[config.mk]
export PLATFORM = sky130hd
export DESIGN_NAME = psram_pwr_seq
export DESIGN_NICKNAME = d
export VERILOG_FILES = /design/src/rtl/psram_pwr_pkg.sv /design/src/rtl/pwr_interval_timer.sv /design/src/rtl/pdn_request_latch.sv /design/src/rtl/pwr_mode_fsm.sv /design/src/rtl/psram_pwr_seq.sv
export SDC_FILE = /design/constraint.sdc
export NUM_CORES = 1
export LEC_CHECK = 0
export ABC_AREA = 1
export BUFFER_PORTS_ARGS = -buffer_cell sky130_fd_sc_hd__buf_2
export CAP_MARGIN = 20
export CORE_MARGIN = 5
export CORE_UTILIZATION = 49
export CTS_CLUSTER_DIAMETER = 100
export DETAILED_ROUTE_END_ITERATION = 10
export GPL_ROUTABILITY_DRIVEN = 0
export PLACE_DENSITY = 0.65
export SKIP_CTS_REPAIR_TIMING = 1
export SLEW_MARGIN = 20
export SYNTH_ARGS = -nofsm -noshare
export SYNTH_HDL_FRONTEND = slang
export SYNTH_HIERARCHICAL = 1
export SYNTH_SLANG_ARGS = --single-unit
export TNS_END_PERCENT = 1
[constraint.sdc]
create_clock -name clk -period 7.6 [get_ports clk]
set_input_delay 0.38 -clock clk [delete_from_list [all_inputs] [get_ports clk]]
set_output_delay 0.38 -clock clk [all_outputs]
set_load 0.05 [all_outputs]
[src/rtl/psram_pwr_pkg.sv]
package psram_pwr_pkg;

    typedef enum logic [2:0] {
        PS_RESET  = 3'd0,
        PS_PWRUP  = 3'd1,
        PS_WAKE   = 3'd2,
        PS_ACTIVE = 3'd3,
        PS_GUARD  = 3'd4,
        PS_PDOWN  = 3'd5,
        PS_EXIT   = 3'd6
    } pwr_state_t;

    // round an interval in ns up to whole clock cycles, at least one
    function automatic int unsigned ns_to_cycles(input int unsigned ns,
                                                 input int unsigned period_ps);
        longint unsigned num;
        longint unsigned cyc;
        num = longint'(ns) * 64'd1000;
        cyc = (num + longint'(period_ps) - 64'd1) / longint'(period_ps);
        if (cyc == 64'd0) cyc = 64'd1;
        return int'(cyc);
    endfunction

    function automatic int unsigned max_of(input int unsigned a, input int unsigned b);
        return (a > b) ? a : b;
    endfunction

endpackage

[src/rtl/pwr_interval_timer.sv]
module pwr_interval_timer #(
    parameter int unsigned CNT_W = 16
) (
    input  logic             clk,
    input  logic             rst_n,
    input  logic             load,
    input  logic [CNT_W-1:0] load_val,
    output logic             done
);

    logic [CNT_W-1:0] cnt_q;

    // loaded with N-1 on state entry, so the state lasts N cycles
    always_ff @(posedge clk or negedge rst_n) begin
        if (!rst_n) begin
            cnt_q <= '0;
        end else if (load) begin
            cnt_q <= load_val;
        end else if (cnt_q != '0) begin
            cnt_q <= cnt_q - 1'b1;
        end
    end

    assign done = (cnt_q == '0);

endmodule

[src/rtl/pdn_request_latch.sv]
module pdn_request_latch (
    input  logic clk,
    input  logic rst_n,
    input  logic req,
    input  logic arm,
    output logic pending
);

    logic pend_q;

    // captured only while armed (active); dropped whenever not armed
    always_ff @(posedge clk or negedge rst_n) begin
        if (!rst_n) begin
            pend_q <= 1'b0;
        end else if (!arm) begin
            pend_q <= 1'b0;
        end else if (req) begin
            pend_q <= 1'b1;
        end
    end

    assign pending = pend_q;

endmodule

[src/rtl/pwr_mode_fsm.sv]
module pwr_mode_fsm
    import psram_pwr_pkg::*;
#(
    parameter int unsigned PWRUP_CYC   = 6250,
    parameter int unsigned WAKE_CYC    = 43750,
    parameter int unsigned GUARD_CYC   = 3,
    parameter int unsigned PDN_MIN_CYC = 13,
    parameter int unsigned CNT_W       = 16
) (
    input  logic             clk,
    input  logic             rst_n,
    input  logic             supply_ok,
    input  logic             pdn_req,
    input  logic             pdn_pending,
    input  logic             acc_idle,
    input  logic             tmr_done,
    output logic             tmr_load,
    output logic [CNT_W-1:0] tmr_val,
    output logic             ce2,
    output logic             ce1_hold,
    output logic             ready
);

    localparam logic [CNT_W-1:0] PWRUP_LD = CNT_W'(PWRUP_CYC - 1);
    localparam logic [CNT_W-1:0] WAKE_LD  = CNT_W'(WAKE_CYC - 1);
    localparam logic [CNT_W-1:0] GUARD_LD = CNT_W'(GUARD_CYC - 1);
    localparam logic [CNT_W-1:0] PDN_LD   = CNT_W'(PDN_MIN_CYC - 1);

    pwr_state_t state_q;
    pwr_state_t state_nx;

    // state register
    always_ff @(posedge clk or negedge rst_n) begin
        if (!rst_n) begin
            state_q <= PS_RESET;
        end else begin
            state_q <= state_nx;
        end
    end

    // next state
    always_comb begin
        state_nx = state_q;
        unique case (state_q)
            PS_RESET:  if (supply_ok) state_nx = PS_PWRUP;
            PS_PWRUP:  if (tmr_done) state_nx = PS_WAKE;
            PS_WAKE:   if (tmr_done) state_nx = PS_ACTIVE;
            PS_ACTIVE: if (pdn_pending && acc_idle) state_nx = PS_GUARD;
            PS_GUARD:  if (tmr_done) state_nx = PS_PDOWN;
            PS_PDOWN:  if (tmr_done && !pdn_req) state_nx = PS_EXIT;
            PS_EXIT:   state_nx = PS_WAKE;
            default:   state_nx = PS_RESET;
        endcase
        if (!supply_ok) state_nx = PS_RESET;
    end

    // interval load on every state change
    always_comb begin
        tmr_load = (state_nx != state_q);
        tmr_val  = '0;
        unique case (state_nx)
            PS_PWRUP: tmr_val = PWRUP_LD;
            PS_WAKE:  tmr_val = WAKE_LD;
            PS_GUARD: tmr_val = GUARD_LD;
            PS_PDOWN: tmr_val = PDN_LD;
            default:  tmr_val = '0;
        endcase
    end

    // Moore outputs
    always_comb begin
        ce2      = 1'b1;
        ce1_hold = 1'b1;
        ready    = 1'b0;
        unique case (state_q)
            PS_RESET, PS_PWRUP, PS_PDOWN: ce2 = 1'b0;
            PS_ACTIVE: begin
                ce1_hold = 1'b0;
                ready    = 1'b1;
            end
            default: ce2 = 1'b1;
        endcase
    end

endmodule

[src/rtl/psram_pwr_seq.sv]
module psram_pwr_seq
    import psram_pwr_pkg::*;
#(
    parameter int unsigned CLK_PERIOD_PS = 8000,
    parameter int unsigned PWRUP_HOLD_NS = 50000,
    parameter int unsigned WAKE_HOLD_NS  = 350000,
    parameter int unsigned CE1_SETUP_NS  = 10,
    parameter int unsigned QUIET_NS      = 20,
    parameter int unsigned PDN_MIN_NS    = 100
) (
    input  logic clk,
    input  logic rst_n,
    input  logic supply_ok,
    input  logic pdn_req,
    input  logic acc_idle,
    input  logic acc_ce1_n,
    output logic mem_ce2,
    output logic mem_ce1_n,
    output logic mem_ready
);

    localparam int unsigned PWRUP_CYC   = ns_to_cycles(PWRUP_HOLD_NS, CLK_PERIOD_PS);
    localparam int unsigned WAKE_CYC    = ns_to_cycles(WAKE_HOLD_NS, CLK_PERIOD_PS);
    localparam int unsigned GUARD_CYC   = ns_to_cycles(max_of(CE1_SETUP_NS, QUIET_NS), CLK_PERIOD_PS);
    localparam int unsigned PDN_MIN_CYC = ns_to_cycles(PDN_MIN_NS, CLK_PERIOD_PS);
    localparam int unsigned MAX_CYC     = max_of(max_of(PWRUP_CYC, WAKE_CYC),
                                                 max_of(GUARD_CYC, PDN_MIN_CYC));
    localparam int unsigned CNT_W       = $clog2(MAX_CYC + 1);

    logic             tmr_load;
    logic [CNT_W-1:0] tmr_val;
    logic             tmr_done;
    logic             pdn_pending;
    logic             ce2;
    logic             ce1_hold;
    logic             ready;

    pwr_interval_timer #(.CNT_W(CNT_W)) timer_i (
        .clk      (clk),
        .rst_n    (rst_n),
        .load     (tmr_load),
        .load_val (tmr_val),
        .done     (tmr_done)
    );

    pdn_request_latch req_i (
        .clk     (clk),
        .rst_n   (rst_n),
        .req     (pdn_req),
        .arm     (ready),
        .pending (pdn_pending)
    );

    pwr_mode_fsm #(
        .PWRUP_CYC   (PWRUP_CYC),
        .WAKE_CYC    (WAKE_CYC),
        .GUARD_CYC   (GUARD_CYC),
        .PDN_MIN_CYC (PDN_MIN_CYC),
        .CNT_W       (CNT_W)
    ) fsm_i (
        .clk         (clk),
        .rst_n       (rst_n),
        .supply_ok   (supply_ok),
        .pdn_req     (pdn_req),
        .pdn_pending (pdn_pending),
        .acc_idle    (acc_idle),
        .tmr_done    (tmr_done),
        .tmr_load    (tmr_load),
        .tmr_val     (tmr_val),
        .ce2         (ce2),
        .ce1_hold    (ce1_hold),
        .ready       (ready)
    );

    assign mem_ce2   = ce2;
    assign mem_ce1_n = ce1_hold | acc_ce1_n;
    assign mem_ready = ready;

endmodule

Yosys cells after proc, flatten, opt, wreduce, memory -nomap -nowiden
Cells that the tools add are included.
{"block": "word_totals", "reg_bits": 20, "inputBits": 6, "output_inout_bits": 3, "elab_cells": 40}
{"block": "classes", "addsub": 1, "n_eq_ne": 12, "muxes": 15, "bitwise_logic": 1, "n_reduce_logical": 8}
{"cell": "$pmux 16 s4", "n": 1}
{"cell": "$mux 16", "n": 2}
{"cell": "$pmux 3 s7", "n": 1}
{"cell": "$mux 3", "n": 6}
{"cell": "$logic_not 16->1", "n": 1}
{"cell": "$reduce_bool 16->1", "n": 1}
{"cell": "$sub 16x1->16 const B", "n": 1}
{"cell": "$eq 3x3->1 const B", "n": 5}
{"cell": "$eq 3x2->1 const B", "n": 3}
{"cell": "$eq 3x1->1 const B", "n": 2}
{"cell": "$mux 1", "n": 5}
{"cell": "$logic_not 3->1", "n": 1}
{"cell": "$ne 3x3->1", "n": 1}
{"cell": "$reduce_or 3->1", "n": 1}
{"cell": "$logic_and 1x1->1", "n": 2}
{"cell": "$ne 2x2->1 const B", "n": 1}
{"cell": "$reduce_bool 2->1", "n": 1}
{"cell": "$logic_not 1->1", "n": 1}
{"cell": "$or 1x1->1", "n": 1}

Logic depth before layout (Yosys ltp)
Gate-level depths: netlist of run 1.
{"block": "depth", "ltp_word": 8, "mapped_depth": 21, "depth_no_buf": 19}

By module
The synthesis of run 1 kept the hierarchy.
{"module": "pwr_interval_timer", "n_inst": 1, "cells_each": 167, "area_per_inst_um2": 1184.9, "seq_area_each_um2": 400.4}
{"module": "pwr_mode_fsm", "n_inst": 1, "cells_each": 74, "area_per_inst_um2": 435.4, "seq_area_each_um2": 75.1}
{"module": "pdn_request_latch", "n_inst": 1, "cells_each": 4, "area_per_inst_um2": 36.3, "seq_area_each_um2": 25.0}
{"module": "psram_pwr_seq", "n_inst": 1, "cells_each": 3, "area_per_inst_um2": 11.3, "seq_area_each_um2": 0.0}

Least setup slack after synthesis of run 1
No wires, ideal clock.
{"block": "synth_path", "kind": "register to register", "from": "register timer_i.cnt_q[0]", "to": "register timer_i.cnt_q[3]", "setup_time_ns": 0.113, "arrival_time_ns": 2.395, "t_required_ns": 7.487, "path_slack_ns": 5.092, "path_stages_with_launch": 22, "n_path_buf": 2, "period_less_slack_ns": 2.508, "path_cell_list": "dfrtp_1 > inv_1 > ha_1 > nand2_4 > nor2_4 > nand3_1 > nor3_1 > inv_1 > nor2_1 > nor2_1 > nor2_1 > nand2_2 > nand2_4 > nand2_1 > nand2_1 > nand2_1 > buf_2 > buf_2 > nand2_1 > o21ai_0 > nand2_1 > inv_1"}
{"block": "synth_between", "elab_cells_between_ends": 19, "cone_classes": "add/sub: 1; eq/ne: 5; mux: 9; reduce/logical: 4"}
{"item": "from (decl)", "line": "pwr_interval_timer.sv:11", "rtl": "logic [CNT_W-1:0] cnt_q;"}
{"item": "from (signal assigned)", "line": "pwr_interval_timer.sv:18", "rtl": "cnt_q <= load_val;"}
{"item": "from (signal assigned)", "line": "pwr_interval_timer.sv:20", "rtl": "cnt_q <= cnt_q - 1'b1;"}
{"item": "$logic_not 16->1 (*)", "line": "pwr_interval_timer.sv:24", "rtl": "assign done = (cnt_q == '0);"}
{"item": "net tmr_done", "line": "psram_pwr_seq.sv:32", "rtl": "logic tmr_done;"}
{"item": "$logic_and 1x1->1", "line": "pwr_mode_fsm.sv:50", "rtl": "PS_PDOWN: if (tmr_done && !pdn_req) state_nx = PS_EXIT;"}
{"item": "$mux 3", "line": "pwr_mode_fsm.sv:50"}
{"item": "$pmux 3 s7 (*)", "line": "pwr_mode_fsm.sv:44", "rtl": "unique case (state_q)"}
{"item": "$mux 3 (*)", "line": "pwr_mode_fsm.sv:54", "rtl": "if (!supply_ok) state_nx = PS_RESET;"}
{"item": "$ne 3x3->1 (*)", "line": "pwr_mode_fsm.sv:59", "rtl": "tmr_load = (state_nx != state_q);"}
{"item": "net tmr_load", "line": "psram_pwr_seq.sv:30", "rtl": "logic tmr_load;"}
{"item": "$mux 16 / $reduce_bool 2->1 (equally long branches)"}
The timed path passes the listed nets; every way through them passes the cells marked *. The select of a mux whose other input is x is not followed.
A chain may end at the register's enable or synchronous reset.

Final worst setup path of run 1
{"block": "layout_path", "from": "register timer_i.cnt_q[0]", "to": "register timer_i.cnt_q[12]"}
The elaborated chain is that of the path after synthesis.

==> run metrics, run 1 <==
outcome=complete, no violations; Worst EP arrival=3.56 ns; grt total ovfl=0; worst r2r src=timer_i/cnt_q[0]; synthesized area=1670 sq um; Max VDD drop=0.134 mV; vias per cell=4.61; DP Wirelength=2490 um; Initial Utilization=50.4%; largest area contributor in the netlist=dfrtp_1; Placed Cells=291; setup TNS=0 ns; static leakage=0.960 nW; Die Ht=68.3 um; vias in the first global route=1,225; worst setup path class=flop to flop; sequential share of power=45.8%; Yosys Warn Count=6; Comb power frac=32.1%; area occupied by multi-input gates=930 sq um; Post-route DRC=0; All-Layer GR Usage=15.9%; Hold Slack=0.00318 ns; first-pass GRT wire length=5470 um; Worst-path clk slew=0.12 ns; Core Util, Final=51.6%; register area share after synthesis=30.0%; Final period util=44.1%; WL final=3200 um; min Tclk post-route=3.35 ns; Post-synth EDFFs=0; initial antenna violation count=0; Vias=1,360; drt wl/cell=10.9 um; DR iter-0 viols=66; overall power=289 uW; worst min path class=input pin to async pin; TritonCTS clock tree=done; CP startpoint kind=flop; full die area=4670 sq um; clk root buf=clkbuf_4; Worst EP required=7.81 ns; H-tree depth=1; Mean Syn Cell Area=6.73 sq um; final setup fails=0; Die Width=68.3 um; Detail Route Antenna Nets=0; synthesis-to-layout area growth=2.48%; Clock Skews=0.00309 ns; Longest Clk Path Bufs=2; final instance area=1710 sq um; fmax=0.299 GHz; Mapped Cells=248; layout cell share with drive strength beyond 1=18.1%; placed inst area=1670 sq um; Post-synth top flop=dfrtp_1; First-pass DRT Iterations=4; Top Ports=9; Rel. slew slack=62.5%; Ant. Diodes=0; Final Hold Viols=0; sequential cell area=500 sq um; Slew @ Worst Pin=0.561 ns; Core Area=3310 sq um; FF-to-FF End=timer_i/cnt_q[12]; Synth cell types=30; Synth top area share=30.0%; Layout Cells excl Fill=295; sw power=110 uW; setup slack, reg-to-reg=4.25 ns; Post-synth ARST share=100%; path depth of the worst reg2reg path=18; CP Max Fanout=20; Final Max Slew Viols=0; RSZ-0062 raised after global routing=false; PortBufs=8; clock network fraction of design power=22.1%; insertion delay to the later sink of the worst-skew pair=0.31 ns; Synth area leaders=dfrtp_1, nand2_1, inv_1, nor2_1, nand3_1; P per Cell Area=169 nW/um^2; Max-Cap Viols=0; Fillers=349; internal power=180 uW; switching portion of total power=38.0%; pre-CTS setup slack=4.23 ns; setup ws final=4.25 ns; Clock Sinks=20; Num CTS Buffers=3; pin count of the biggest net entering global routing=21; CP endpoint kind=flop; cell row count=21; fin nets=257; #FFs+latches synth=20
-- worst max-delay path: stages, from the launching register on --
cell and delay [ns]:
dfrtp_1 0.41, inv_1 0.11, ha_1 0.28, nand2_4 0.11, nor2_4 0.12, nand3_1 0.09
nor3_1 0.27, inv_1 0.10, nor2_1 0.10, nor2_1 0.05, nor2_1 0.10, nand2_2 0.09
nand3_1 0.08, nand2_1 0.06, nand2_1 0.42, inv_1 0.38, or2_2 0.37, nand2_1 0.06
nor2_1 0.04
-- synth_stat cells, types with 2 or more instances --
cell,n
nand2_4,2
o21bai_2,3
xnor2_1,2
buf_2,2
nor2_4,4
nand3_1,18
o21ai_0,8
nor2_2,6
buf_4,11
nand3b_1,3
o21ai_1,2
nand3_2,2
dfrtp_1,20
inv_1,34
nand4_1,4
inv_2,3
nand3_4,2
nand2_2,7
xor2_1,3
nand2_1,78
nor2_1,25
-- state kept, by name, indices dropped and copies added (netlist names) --
signal / flops
fsm_i/state_q: 3
req_i/pending: 1
timer_i/cnt_q: 16
-- layout make-up --
type,instances,share of cell area [%]
multi-input cells,179,54.4
inverters,38,8.49
flip-flops and latches,20,29.3
clock buffers,4,2.12
well taps,46,3.37
repair buffers,8,2.34
-- cell usage in the layout (no fill, tap or decap), drive strengths merged --
cell / synthesis / final
nand2: 87 / 87
o21ai: 10 / 10
nand3b: 3 / 3
xnor2: 2 / 2
xor2: 3 / 3
buf: 14 / 8
or2: 1 / 1
conb: 1 / 4
nand4: 4 / 4
dfrtp: 20 / 20
a21oi: 1 / 1
clkbuf: 0 / 4
o21bai: 3 / 3
nor3: 2 / 2
ha: 1 / 1
inv: 38 / 38
nor2: 36 / 36
nand3: 22 / 22
-- routing by layer --
layer / up-vias / global-route usage [%] / share of wire, %
met1: 584 / 21.8 / 51
met5: - / 0 / 0
met3: 4 / 2.46 / 3.3
met2: 21 / 24.8 / 44
met4: 0 / 6.70 / 1.8
li1: 751 / - / -
-- power groups by stage --
| stage | Clock [mW] | Combinational (mW) | Sequential [mW] |
|---|---|---|---|
| 6_report | 0.0640 | 0.0929 | 0.133 |
| 5_1_grt | 0.0727 | 0.107 | 0.135 |
| 4_1_cts | 0.0670 | 0.0941 | 0.133 |
| 3_5_place_dp | 0 | 0.0939 | 0.135 |
| 3_3_place_gp | 0 | 0.0936 | 0.135 |
| 2_1_floorplan | 0 | 0.0819 | 0.131 |
-- cells by family after synthesis --
logic type,count (synthesis),synth area share [%]
AND/OR/NAND/NOR,155,46.1
buffers and inverters,52,14.9
flip-flops,20,30.0
AO/OA/AOI/OAI,14,5.33
XOR/XNOR,5,2.63
adder cells (fa/ha/maj),1,0.750
other,1,0.225
-- how the worst max path moves through the flow --
| stage | startpoint | to | slack (ns) | cells after the start |
|---|---|---|---|---|
| floorplan | timer_i/cnt_q[0] | timer_i/cnt_q[3] | 5.09 | 21 |
| global placement | timer_i/cnt_q[0] | timer_i/cnt_q[12] | 4.36 | 18 |
| detailed placement | timer_i/cnt_q[0] | timer_i/cnt_q[12] | 4.23 | 18 |
| CTS | timer_i/cnt_q[0] | timer_i/cnt_q[12] | 4.21 | 18 |
| global route | timer_i/cnt_q[0] | timer_i/cnt_q[12] | 3.89 | 18 |
| finish | timer_i/cnt_q[0] | timer_i/cnt_q[12] | 4.25 | 18 |
No activity file was read; power rests on OpenSTA's default activity.
==> run 2, diff against run 1 <==
--- a/config.mk
+++ b/config.mk
@@ -5,7 +5,7 @@
 export SDC_FILE = /design/constraint.sdc
 export NUM_CORES = 1
 export LEC_CHECK = 0
-export ABC_AREA = 1
+export ABC_AREA = 0
 export BUFFER_PORTS_ARGS = -buffer_cell sky130_fd_sc_hd__buf_2
 export CAP_MARGIN = 20
 export CORE_MARGIN = 5
@@ -13,7 +13,7 @@
 export CTS_CLUSTER_DIAMETER = 100
 export DETAILED_ROUTE_END_ITERATION = 10
 export GPL_ROUTABILITY_DRIVEN = 0
-export PLACE_DENSITY = 0.65
+export PLACE_DENSITY = 0.68
 export SKIP_CTS_REPAIR_TIMING = 1
 export SLEW_MARGIN = 20
 export SYNTH_ARGS = -nofsm -noshare
==> constraint.sdc (replaced) <==
create_clock -name clk -period 2.9 [get_ports clk]
set_input_delay 0.145 -clock clk [delete_from_list [all_inputs] [get_ports clk]]
set_output_delay 0.145 -clock clk [all_outputs]
set_load 0.05 [all_outputs]
==> run 2 against run 1 <==
Design area down 8.6%. Worst hold slack better by 0.11 ns. First-iteration DRC count down 53%. Synthesized area down 10%. Die area down 8.5%. Critical path type unchanged. Clock power up 110%. Sequential cell count unchanged. Final cell count down 33%.
==> run metrics, run 2 <==
outcome=complete, no violations; Die Width=65.4 um; Hold Slack=0.108 ns; mux share of post-synthesis cell area=0.667%; CP endpoint kind=flop; RSZ-0062 raised after global routing=false; post-synthesis compound-gate area fraction=21.8%; WL final=2980 um; most frequent cell after synthesis=dfrtp_1; setup ws final=0.253 ns; Synth area leaders=dfrtp_1, buf_4, o211a_1, xnor2_1, nand2b_1; Synth Area in Simple Gates=28.1%; static leakage=0.663 nW; sequential cell area=500 sq um; pin count of the biggest net entering global routing=35; Yosys Warn Count=6; layout cell share with drive strength beyond 1=18.7%; synthesized area=1500 sq um; Rel. slew slack=49.9%; synthesis-to-layout area growth=4.00%; Final Max Slew Viols=0; PortBufs=8; Slew @ Worst Pin=0.745 ns; Layout Cells excl Fill=199; Worst-path clk slew=0.11 ns; All-Layer GR Usage=15.5%; clk root buf=clkbuf_4; H-tree depth=1; Die Ht=65.4 um; Final period util=91.3%; Synth top area share=33.3%; max reg flops=16; Mapped Cells=165; cell row count=20; Clock Skews=0.00115 ns; worst setup path class=flop to flop; vias in the first global route=1,153; register area share after synthesis=33.3%; Initial Utilization=50.0%; Fillers=300; Top Ports=9; final instance area=1560 sq um; vias per cell=5.86; CP Max Fanout=34; commonest non-fill, non-tap cells in the layout=dfrtp_1, nand2_1, nand2b_1; Max VDD drop=0.196 mV; Adder-Cell Fraction of Synth Area=0.833%; TritonCTS clock tree=done; Post-route DRC=0; Worst EP required=3.15 ns; Synth cell types=53; Vias=1,166; fin nets=175; CP startpoint kind=flop; Ant. Diodes=0; DP Wirelength=2200 um; insertion delay to the later sink of the worst-skew pair=0.30 ns; Clock Sinks=20; P per Cell Area=410 nW/um^2; drt wl/cell=15.0 um; XOR/XNOR share of the synthesized area=5.25%; Reg with most FFs=timer_i/cnt_q; First-pass DRT Iterations=4; most common cell after layout, fill and taps aside=dfrtp_1; Post-synth top flop=dfrtp_1; Post-synth ARST share=100%; Post-synth EDFFs=0; Max-Cap Viols=0; grt total ovfl=0; full die area=4270 sq um; overall power=640 uW; min Tclk post-route=2.65 ns; setup TNS=0 ns; pre-CTS setup slack=0.254 ns; Core Area=3000 sq um; largest area contributor in the netlist=dfrtp_1; Final Hold Viols=0; Longest Clk Path Bufs=2; DR iter-0 viols=31; area occupied by multi-input gates=875 sq um; fmax=0.378 GHz; final setup fails=0; #FFs+latches synth=20; Placed Cells=195; Detail Route Antenna Nets=0; setup slack, reg-to-reg=0.25 ns; placed inst area=1530 sq um; initial antenna violation count=0; Worst EP arrival=2.89 ns; first-pass GRT wire length=5210 um; Mean Syn Cell Area=9.10 sq um; most frequent cells after synthesis=dfrtp_1, nand2_1, buf_4; Num CTS Buffers=3; largest family of logic cells by synthesized area=simple AND/OR/NAND/NOR gates; Core Util, Final=52.0%; worst min path class=input pin to flop
==> run 2: cell count changes in the layout (fill, tap and decap cells not counted), moves of 4 or more <==
cell / change
nand2b_1: +9
nor2_1: -18
inv_1: -28
a21oi_1: +4
xnor2_1: +6
nor3_1: +5
nor2_4: -4
nor2_2: -4
nand2_1: -64
buf_4: +4
o211a_1: +7
nand3_1: -15
nand2_2: -7
==> run 2: cells by family (layout without fill, tap and decap cells) <==
family	after synthesis	count (layout)
AND/OR/NAND/NOR	68	68
buffers and inverters	25	23
multiplexers	1	1
adder cells (fa/ha/maj)	1	1
flip-flops	20	20
other	1	4
AO/OA/AOI/OAI	40	40
XOR/XNOR	9	9
==> run 2: final timing paths <==
kind | start | end | cells past startpoint
worst min-delay path | pdn_req | req_i/pending | 2
worst max register to register | timer_i/cnt_q[0] | timer_i/cnt_q[5] | 12
min in group asynchronous | rst_n | req_i/pending | 2
worst max-delay path | timer_i/cnt_q[0] | timer_i/cnt_q[5] | 12
worst min register to register | req_i/pending | req_i/pending | 1
max in group asynchronous | rst_n | timer_i/cnt_q[9] | 2
==> run 2: power by group <==
| group | switching, mW | internal [mW] | total (mW) |
|---|---|---|---|
| Clock | 0.0860 | 0.0484 | 0.134 |
| Combinational | 0.0807 | 0.0763 | 0.157 |
| Sequential | 0.0406 | 0.308 | 0.348 |
| Total | 0.207 | 0.432 | 0.640 |
==> run 2: per-layer routing <==
layer | GRT usage, % | vias to the layer above | wire length [um]
met2 | 24.4 | 20 | 1420
met1 | 21.5 | 568 | 1420
met3 | 2.22 | 2 | 114
li1 | - | 576 | -
met4 | 5.44 | 0 | 21
met5 | 0 | - | 0
==> run 2: worst max-delay path, cell delays in order (launching register included) <==
cell and delay, ns:
dfrtp_1 0.44, inv_1 0.10, ha_1 0.19, nor3b_4 0.21, nand3_2 0.16, nor2_2 0.14, a21bo_4 0.24, nor2_2 0.11
a21oi_1 0.07, a31oi_2 0.26, buf_12 0.21, or3_1 0.28, o211a_1 0.19
==> run 2: cell type report <==
| class | count | share of cell area (%) |
|---|---|---|
| flip-flops and latches | 20 | 32.1 |
| inverters | 6 | 1.44 |
| well taps | 33 | 2.64 |
| multi-input cells | 123 | 56.0 |
| clock buffers | 3 | 1.44 |
| repair buffers | 14 | 6.41 |
==> run 3, diff against run 2 <==
--- a/config.mk
+++ b/config.mk
@@ -13,7 +13,7 @@
 export CTS_CLUSTER_DIAMETER = 100
 export DETAILED_ROUTE_END_ITERATION = 10
 export GPL_ROUTABILITY_DRIVEN = 0
-export PLACE_DENSITY = 0.68
+export PLACE_DENSITY = 0.72
 export SKIP_CTS_REPAIR_TIMING = 1
 export SLEW_MARGIN = 20
 export SYNTH_ARGS = -nofsm -noshare
==> run 3 against run 2 <==
Sequential cell count did not move. Count of clock-buffer cells in the layout unchanged. Routed wire length increased by 1.3%. Sequential power about the same. Design area increased by 1.7%. Clock skew rose by 0.0037 ns. Critical endpoint is now timer_i/cnt_q[14].
==> run metrics, run 3 (same netlist as run 2, synthesis figures left out) <==
Final period util=92.5%; WL final=3020 um; CP endpoint kind=flop; Worst EP required=3.10 ns; Max-Cap Viols=0; vias in the first global route=1,160; commonest non-fill, non-tap cells in the layout=dfrtp_1, nand2_1, nand2b_1; worst min path class=input pin to flop; DP Wirelength=2190 um; PortBufs=8; pin count of the biggest net entering global routing=35; Core Util, Final=52.9%; Initial Utilization=50.0%; initial antenna violation count=0; H-tree depth=1; cell row count=20; All-Layer GR Usage=15.6%; Longest Clk Path Bufs=2; outcome=complete, no violations; vias per cell=5.99; Hold Slack=0.109 ns; RSZ-0062 raised after global routing=false; Die Width=65.4 um; Final Hold Viols=0; CP startpoint kind=flop; Die Ht=65.4 um; drt wl/cell=15.1 um; min Tclk post-route=2.68 ns; layout cell share with drive strength beyond 1=19.8%; grt total ovfl=0; Max VDD drop=0.340 mV; Ant. Diodes=0; Num CTS Buffers=3; Post-route DRC=0; Rel. slew slack=48.8%; Clock Sinks=20; max reg flops=16; full die area=4270 sq um; fin nets=175; Core Area=3000 sq um; TritonCTS clock tree=done; first-pass GRT wire length=5310 um; Clock Skews=0.00481 ns; final setup fails=0; Reg with most FFs=timer_i/cnt_q; CP Max Fanout=34; Slew @ Worst Pin=0.761 ns; insertion delay to the later sink of the worst-skew pair=0.30 ns; clk root buf=clkbuf_4; First-pass DRT Iterations=4; worst setup path class=flop to flop; Worst-path clk slew=0.12 ns; fmax=0.373 GHz; Final Max Slew Viols=0; most common cell after layout, fill and taps aside=dfrtp_1; P per Cell Area=464 nW/um^2; Detail Route Antenna Nets=0; setup TNS=0 ns; Vias=1,197; synthesis-to-layout area growth=5.75%; Worst EP arrival=2.88 ns; static leakage=0.676 nW; DR iter-0 viols=58; Top Ports=9
## run 3: final timing paths
kind / startpoint / endpoint / slack (ns) / cells after the start
setup / recovery: timer_i/cnt_q[0] / timer_i/cnt_q[14] / 0.22 / 12
hold / removal: pdn_req / req_i/pending / 0.11 / 2
setup reg to reg: timer_i/cnt_q[0] / timer_i/cnt_q[14] / 0.22 / 12
hold reg to reg: req_i/pending / req_i/pending / 0.56 / 1
max in group asynchronous: rst_n / fsm_i/state_q[2] / 2.27 / 2
min in group asynchronous: rst_n / timer_i/cnt_q[9] / 0.32 / 2
## run 3: area by class of cell
cell class / instances / area [sq um]
fill: 277 / 1420
multi-input combinational: 123 / 880
sequential: 20 / 500
timing repair buffer: 14 / 91.3
tap: 33 / 41.3
clock inverter: 1 / 30.0
clock buffer: 3 / 22.5
inverter: 6 / 22.5
## run 3: routing by layer
| layer | global-route usage (%) | part of all wire, % |
|---|---|---|
| met5 | 0 | 0 |
| met4 | 4.92 | 0.76 |
| met3 | 1.88 | 2.9 |
| met2 | 25.0 | 48 |
| met1 | 21.7 | 48 |
## run 3: critical path, cell delays in order (launching register included)
cell and delay [ns]:
dfrtp_1 0.44, inv_1 0.09, ha_1 0.19, nor3b_4 0.24, nand3_2 0.17, nor2_2 0.13
a21bo_4 0.24, nor2_2 0.12, a21oi_1 0.07, a31oi_2 0.23, buf_6 0.26, nor2b_1 0.08
a221o_1 0.31
## run 3: per-stage QoR
| step | cells | instance area (sq um) | setup WS, ns | total power, mW |
|---|---|---|---|---|
| 6_report | 200 | 1590 | 0.217 | 0.737 |
| 5_1_grt | 200 | 1590 | 0.0382 | 0.784 |
| 4_1_cts | 199 | 1570 | 0.148 | 0.742 |
| 3_5_place_dp | 195 | 1520 | 0.192 | 0.507 |
| 3_3_place_gp | 195 | 1520 | 0.312 | 0.501 |
| 2_1_floorplan | 168 | 1520 | 0.0115 | 0.466 |
## run 3: power breakdown
group	leakage (nW)	internal [mW]	switching [mW]
Combinational	0.399	0.0743	0.0826
Sequential	0.249	0.308	0.0409
Clock	0.0279	0.140	0.0915
Total	0.676	0.522	0.215
